**src/rtl/legacy_route_pkg.sv**
```systemverilog
package legacy_route_pkg;
  typedef enum logic [1:0] {
    ROUTE_NONE     = 2'd0,
    ROUTE_BACKBONE = 2'd1,
    ROUTE_PORT     = 2'd2
  } route_e;
endpackage

```
**src/rtl/legacy_io_lane.sv**
```systemverilog
module legacy_io_lane (
  input  logic [9:0] port_i,
  output logic       mono_o,
  output logic       vga_o,
  output logic       hi_o
);
  always_comb begin
    mono_o = (port_i == 10'h3B4) || (port_i == 10'h3B5) || (port_i == 10'h3B8) ||
             (port_i == 10'h3B9) || (port_i == 10'h3BA) || (port_i == 10'h3BF);
    vga_o  = ((port_i >= 10'h3B0) && (port_i <= 10'h3BB)) ||
             ((port_i >= 10'h3C0) && (port_i <= 10'h3DF));
    hi_o   = (port_i >= 10'h3BC) && (port_i <= 10'h3BF);
  end
endmodule

```
**src/rtl/legacy_mem_win.sv**
```systemverilog
module legacy_mem_win #(
  parameter int ADDR_W = 32
) (
  input  logic [ADDR_W-1:0] addr_i,
  output logic              vga_o,
  output logic              mono_o
);
  localparam logic [ADDR_W-1:0] VgaLo  = ADDR_W'(32'h000A_0000);
  localparam logic [ADDR_W-1:0] VgaHi  = ADDR_W'(32'h000B_FFFF);
  localparam logic [ADDR_W-1:0] MonoLo = ADDR_W'(32'h000B_0000);
  localparam logic [ADDR_W-1:0] MonoHi = ADDR_W'(32'h000B_7FFF);

  always_comb begin
    vga_o  = (addr_i >= VgaLo) && (addr_i <= VgaHi);
    mono_o = (addr_i >= MonoLo) && (addr_i <= MonoHi);
  end
endmodule

```
**src/rtl/legacy_route_sel.sv**
```systemverilog
module legacy_route_sel
  import legacy_route_pkg::*;
(
  input  logic   is_io_i,
  input  logic   mem_vga_i,
  input  logic   mem_mono_i,
  input  logic   io_any_i,
  input  logic   io_mono_i,
  input  logic   io_hi_i,
  input  logic   io_in_win_i,
  input  logic   vga_en_i,
  input  logic   mda_i,
  input  logic   mem_en_i,
  input  logic   io_en_i,
  output route_e route_o,
  output logic   illegal_o
);
  logic vga_eff, mono_eff;

  always_comb begin
    illegal_o = !vga_en_i && mda_i;
    vga_eff   = vga_en_i;
    mono_eff  = vga_en_i && mda_i;
    route_o   = ROUTE_NONE;
    if (!is_io_i) begin
      if (!mem_vga_i)                  route_o = ROUTE_NONE;
      else if (!vga_eff)               route_o = ROUTE_BACKBONE;
      else if (mono_eff && mem_mono_i) route_o = ROUTE_BACKBONE;
      else if (!mem_en_i)              route_o = ROUTE_BACKBONE;
      else                             route_o = ROUTE_PORT;
    end else begin
      if (!io_any_i)                   route_o = ROUTE_NONE;
      else if (!vga_eff)               route_o = ROUTE_BACKBONE;
      else if (mono_eff && io_mono_i)  route_o = ROUTE_BACKBONE;
      // upper monochrome dword only forwarded through the I/O window
      else if (io_hi_i && (mono_eff || !io_in_win_i)) route_o = ROUTE_BACKBONE;
      else if (!io_en_i)               route_o = ROUTE_BACKBONE;
      else                             route_o = ROUTE_PORT;
    end
  end
endmodule

```
**src/rtl/legacy_route_dec.sv**
```systemverilog
module legacy_route_dec
  import legacy_route_pkg::*;
#(
  parameter int ADDR_W = 32,
  parameter int BE_W   = 4
) (
  input  logic              clk_i,
  input  logic              rst_ni,
  input  logic              req_valid_i,
  input  logic              req_is_io_i,
  input  logic [ADDR_W-1:0] req_addr_i,
  input  logic [BE_W-1:0]   req_be_i,
  input  logic              cfg_vga_en_i,
  input  logic              cfg_mda_i,
  input  logic              cfg_mem_en_i,
  input  logic              cfg_io_en_i,
  input  logic [15:0]       cfg_io_base_i,
  input  logic [15:0]       cfg_io_limit_i,
  output logic              rsp_valid_o,
  output logic [1:0]        rsp_route_o,
  output logic              rsp_illegal_o
);
  localparam int LaneW = $clog2(BE_W);

  logic [BE_W-1:0] lane_mono, lane_vga, lane_hi;
  logic            mem_vga, mem_mono;
  logic            io_any, io_mono, io_hi, io_in_win;
  logic [15:0]     io_dword;
  route_e          route_d;
  logic            illegal_d;

  for (genvar k = 0; k < BE_W; k++) begin : g_lane
    logic [9:0] lane_port;
    assign lane_port = {req_addr_i[9:LaneW], LaneW'(k)};
    legacy_io_lane u_lane (
      .port_i (lane_port),
      .mono_o (lane_mono[k]),
      .vga_o  (lane_vga[k]),
      .hi_o   (lane_hi[k])
    );
  end

  legacy_mem_win #(.ADDR_W(ADDR_W)) u_mem (
    .addr_i (req_addr_i),
    .vga_o  (mem_vga),
    .mono_o (mem_mono)
  );

  always_comb begin
    io_dword  = {req_addr_i[15:LaneW], LaneW'(0)};
    io_mono   = |(lane_mono & req_be_i);
    io_hi     = |(lane_hi & req_be_i);
    io_any    = |((lane_vga | lane_hi) & req_be_i);
    io_in_win = (io_dword >= cfg_io_base_i) && (io_dword <= cfg_io_limit_i);
  end

  legacy_route_sel u_sel (
    .is_io_i     (req_is_io_i),
    .mem_vga_i   (mem_vga),
    .mem_mono_i  (mem_mono),
    .io_any_i    (io_any),
    .io_mono_i   (io_mono),
    .io_hi_i     (io_hi),
    .io_in_win_i (io_in_win),
    .vga_en_i    (cfg_vga_en_i),
    .mda_i       (cfg_mda_i),
    .mem_en_i    (cfg_mem_en_i),
    .io_en_i     (cfg_io_en_i),
    .route_o     (route_d),
    .illegal_o   (illegal_d)
  );

  always_ff @(posedge clk_i or negedge rst_ni) begin
    if (!rst_ni) begin
      rsp_valid_o   <= 1'b0;
      rsp_route_o   <= 2'd0;
      rsp_illegal_o <= 1'b0;
    end else if (req_valid_i) begin
      rsp_valid_o   <= 1'b1;
      rsp_route_o   <= route_d;
      rsp_illegal_o <= illegal_d;
    end else begin
      rsp_valid_o   <= 1'b0;
      rsp_route_o   <= 2'd0;
      rsp_illegal_o <= 1'b0;
    end
  end
endmodule

```
**config.mk**
```make
export PLATFORM = sky130hd
export DESIGN_NAME = legacy_route_dec
export DESIGN_NICKNAME = d
export VERILOG_FILES = /design/src/rtl/legacy_route_pkg.sv /design/src/rtl/legacy_io_lane.sv /design/src/rtl/legacy_mem_win.sv /design/src/rtl/legacy_route_sel.sv /design/src/rtl/legacy_route_dec.sv
export SDC_FILE = /design/constraint.sdc
export NUM_CORES = 1
export LEC_CHECK = 0
export ABC_AREA = 1
export BUFFER_PORTS_ARGS = -buffer_cell sky130_fd_sc_hd__buf_2
export CORE_MARGIN = 1.5
export CORE_UTILIZATION = 40
export CTS_CLUSTER_SIZE = 28
export DETAILED_ROUTE_END_ITERATION = 10
export GPL_TIMING_DRIVEN = 0
export PLACE_DENSITY = 0.79
export SLEW_MARGIN = 20
export SYNTH_ARGS = -nofsm -noshare
export SYNTH_HDL_FRONTEND = slang
export SYNTH_SLANG_ARGS = --single-unit
```
**constraint.sdc**
```tcl
create_clock -name clk_i -period 0.83 [get_ports clk_i]
set_clock_uncertainty 0.1 [all_clocks]
set_input_delay 0.1245 -clock clk_i [delete_from_list [all_inputs] [get_ports clk_i]]
set_output_delay 0.1245 -clock clk_i [all_outputs]
set_load 0.02 [all_outputs]
```
==> flow_metrics.tcl <==
set metrics [dict create \
    cts_buffer_depth 2 \
    finalWirelength_mm 3.03 \
    placedCellCount 305 \
    globalplace.congestion 0.779 \
    hold_end "rsp_illegal_o" \
    insertedDiodeCount 0 \
    syn_nets 301 \
    drc 0 \
    ctsHoldBuffers 2 \
    ys_seq_elements 4 \
    required_ns 0.90 \
    ys_seq_area_share_pct 8.47 \
    irDropWorstVdd_v 0.000827 \
    numCtsBuffers 3 \
    status "complete, but fails checks" \
    cellPowerDensity_nw_per_um2 655 \
    timing.fmax_mhz 750 \
    numPortBuffers 77 \
    cpPeakStageDelay_ns 0.27 \
    synth_fa_ha_area_share_pct 29.7 \
    rsz0062_at_grt "true" \
    fin_nets 385 \
    first_pass_iters 4 \
    area_delta_synth_final_pct 66.6 \
    vias 1445 \
    ctsHtreeMaxLevel 1 \
    final-hold-violation-count 3 \
    criticalPathCategory "input pin to flop" \
    synth-compound-area-share_pct 9.53 \
    cts.sinks 4 \
    yosysTopAreaCell "ha_1" \
    antenna_found_initial 0 \
    max_cap_violations 0 \
    die_x_um 57.3 \
    yosys.area_share.xor_xnor_pct 0 \
    worst_path_most_repeated_cell "nand2_1" \
    fin_crit_sh_pct 161 \
    ys_warn_count 0 \
    grt_pass1_vias 1278 \
    cts_setup_buffers 0 \
    grt_pass1_wl_mm 4.78 \
    cp.depth 14 \
    worst_slack_ns -0.503 \
    yosys-top-cells-area "ha_1, nand2_1, inv_1, dfrtp_1, nor2_1" \
    synth_area_um2 1180 \
    root_buffer "clkbuf_4" \
    fin_cells 310 \
    worstPathArrival_ns 1.41 \
    die_h_um 57.3 \
    fin_setup_tns_ns -1.57 \
    worst_slew_pin_slew_ns 0.385 \
    leakagePower_uw 0.00109 \
    endpoint_kind "flop" \
    min_path_cells 2 \
    grt_max_degree 7 \
    fp-row-count 19 \
    ios 80 \
    synthMuxAreaShare_pct 0 \
    hold_slack_ns -0.0160 \
    hp-class "input pin to flop" \
    drtIter0Drc 27 \
    crit_slowest_cell "ha_4" \
    fin_crit_ns 1.33 \
    yosys.cell_types.count 25 \
    synth_top_area_share_pct 29.7 \
    grt-ovfl-total 0 \
    synth_top_family_by_area "simple AND/OR/NAND/NOR gates" \
    die_area_um2 3290 \
    cp-start-kind "input pin" \
    core_um2 2780 \
    syn_inst 197 \
    routedWlPerCell_um 9.76 \
    antenna_left 0 \
    clk_pin_slew_ns 0.04 \
    path_cells "clkbuf_4, ha_4, nand2_1, a21oi_1, nor2_1, nand2_1, nand2_1, nand2_1, nand2_1, nand2_1, nand2_2, nand2_1, nand2_1, a21oi_2" \
    slew_violations 0 \
    avgViaCountPerCell 4.66 \
    cp_top_family "simple AND/OR/NAND/NOR gates" \
    slew_headroom_pct 74.1 \
    syn_area_per_cell_um2 6.00 \
    violations "negative hold slack, negative setup slack" \
    crit_fanout 4 \
    track_usage_pct 17.6 \
    place_hpwl_mm 2.36 \
    synthSimpleGateAreaFrac_pct 37.4 \
    hold_start "cfg_vga_en_i" \
    setup_viol 6 \
    cts_tree "done" \
    initial_utilization_pct 42.5 \
    path_buf_inv 1 \
    drive_gt1_share_pct 45.5 \
]
==> how the worst max path moves through the flow <==
stage | to | from | slack (ns)
after floorplan | rsp_route_o[0] | cfg_io_base_i[13] | -0.53
after detailed placement | rsp_route_o[0] | cfg_io_base_i[13] | -0.85
after global placement | rsp_route_o[0] | cfg_io_base_i[13] | -0.81
after CTS | rsp_route_o[0] | req_addr_i[11] | -0.47
final | rsp_route_o[0] | req_addr_i[7] | -0.50
after global routing | rsp_route_o[0] | req_addr_i[11] | -0.62
==> power by group <==
part	internal [µW]	switching, µW
Sequential	204	3.98
Combinational	412	400
Clock	164	107
==> synthesized netlist by cell type <==
| library cell | n |
|---|---|
| clkinv_1 | 1 |
| nor2b_2 | 1 |
| dfrtp_1 | 4 |
| nand2_2 | 4 |
| ha_1 | 28 |
| nor2_2 | 4 |
| nand2_1 | 53 |
| o21ai_0 | 3 |
| nor3_1 | 1 |
| or3_1 | 1 |
| o22ai_1 | 1 |
| and2_4 | 1 |
| a21o_1 | 1 |
| a21oi_1 | 12 |
| inv_2 | 2 |
| nor2_1 | 19 |
| nand3_2 | 1 |
| a21oi_2 | 2 |
| nor4_2 | 1 |
| nand3b_1 | 2 |
| nor4_1 | 1 |
| inv_1 | 44 |
| nand4_1 | 3 |
| a31oi_1 | 1 |
| nand3_1 | 6 |
==> repair_timing <==
item                                   CTS  global route
resized for setup                       35            11
setup endpoints to repair                6             6
endpoints found under the hold margin    6             1
pin swaps                               14             6
==> cells in the final DEF, fill, tap and decap left out, types with 2 or more instances in the layout <==
master,n
nand3_2,2
o21ai_0,3
nor2_2,5
nand3_1,4
nand3b_1,2
ha_1,15
clkbuf_4,4
nor2_1,16
a21oi_2,6
ha_4,13
nand2_1,49
inv_4,2
inv_2,3
inv_1,39
buf_4,3
buf_2,64
nand4_1,3
nor2_4,2
a21oi_1,8
nand2_2,7
dlygate4sd3_1,2
dfrtp_1,4
buf_6,8
==> cells by family (layout without fill, tap and decap cells) <==
| kind of cell | after synthesis | after routing |
|---|---|---|
| compound gates | 20 | 20 |
| fa+ha+maj | 28 | 28 |
| buf+inv | 47 | 129 |
| flops | 4 | 4 |
| simple gates | 98 | 98 |
==> routing by layer <==
metal | GRT usage (%) | vias to the layer above | part of all wire, %
met5 | 0 | - | 0
met4 | 3.99 | 0 | 0.83
met3 | 1.13 | 3 | 5.8
met2 | 34.3 | 55 | 52
met1 | 20.6 | 606 | 41
li1 | - | 781 | -
==> stage by stage <==
| stage | cell area, µm² | hold WS (ns) | utilization (%) | total power, µW | setup slack (ns) |
|---|---|---|---|---|---|
| 6_report | 1970 | -0.0160 | 70.8 | 1290 | -0.503 |
| 5_1_grt | 1970 | -0.00151 | 70.8 | 1390 | -0.625 |
| 4_1_cts | 1890 | -0.0155 | 68.1 | 1230 | -0.466 |
| 3_5_place_dp | 1680 | -0.167 | 60.5 | 860 | -0.849 |
| 3_3_place_gp | 1680 | -0.170 | 60.5 | 846 | -0.808 |
| 2_1_floorplan | 1260 | -0.271 | - | 577 | -0.528 |
==> sequential cells by signal, indices dropped and copies added (netlist names) <==
signal,count
rsp_valid_o,1
rsp_illegal_o,1
rsp_route_o,2
==> area by class of cell <==
type / instances / area [µm²]
multi-input cells: 146 / 1130
fillers: 250 / 813
repair buffers: 79 / 475
inverters: 47 / 199
flip-flops and latches: 4 / 100
well taps: 31 / 38.8
clock buffers: 3 / 22.5
Power figures use the tool's default switching activity.
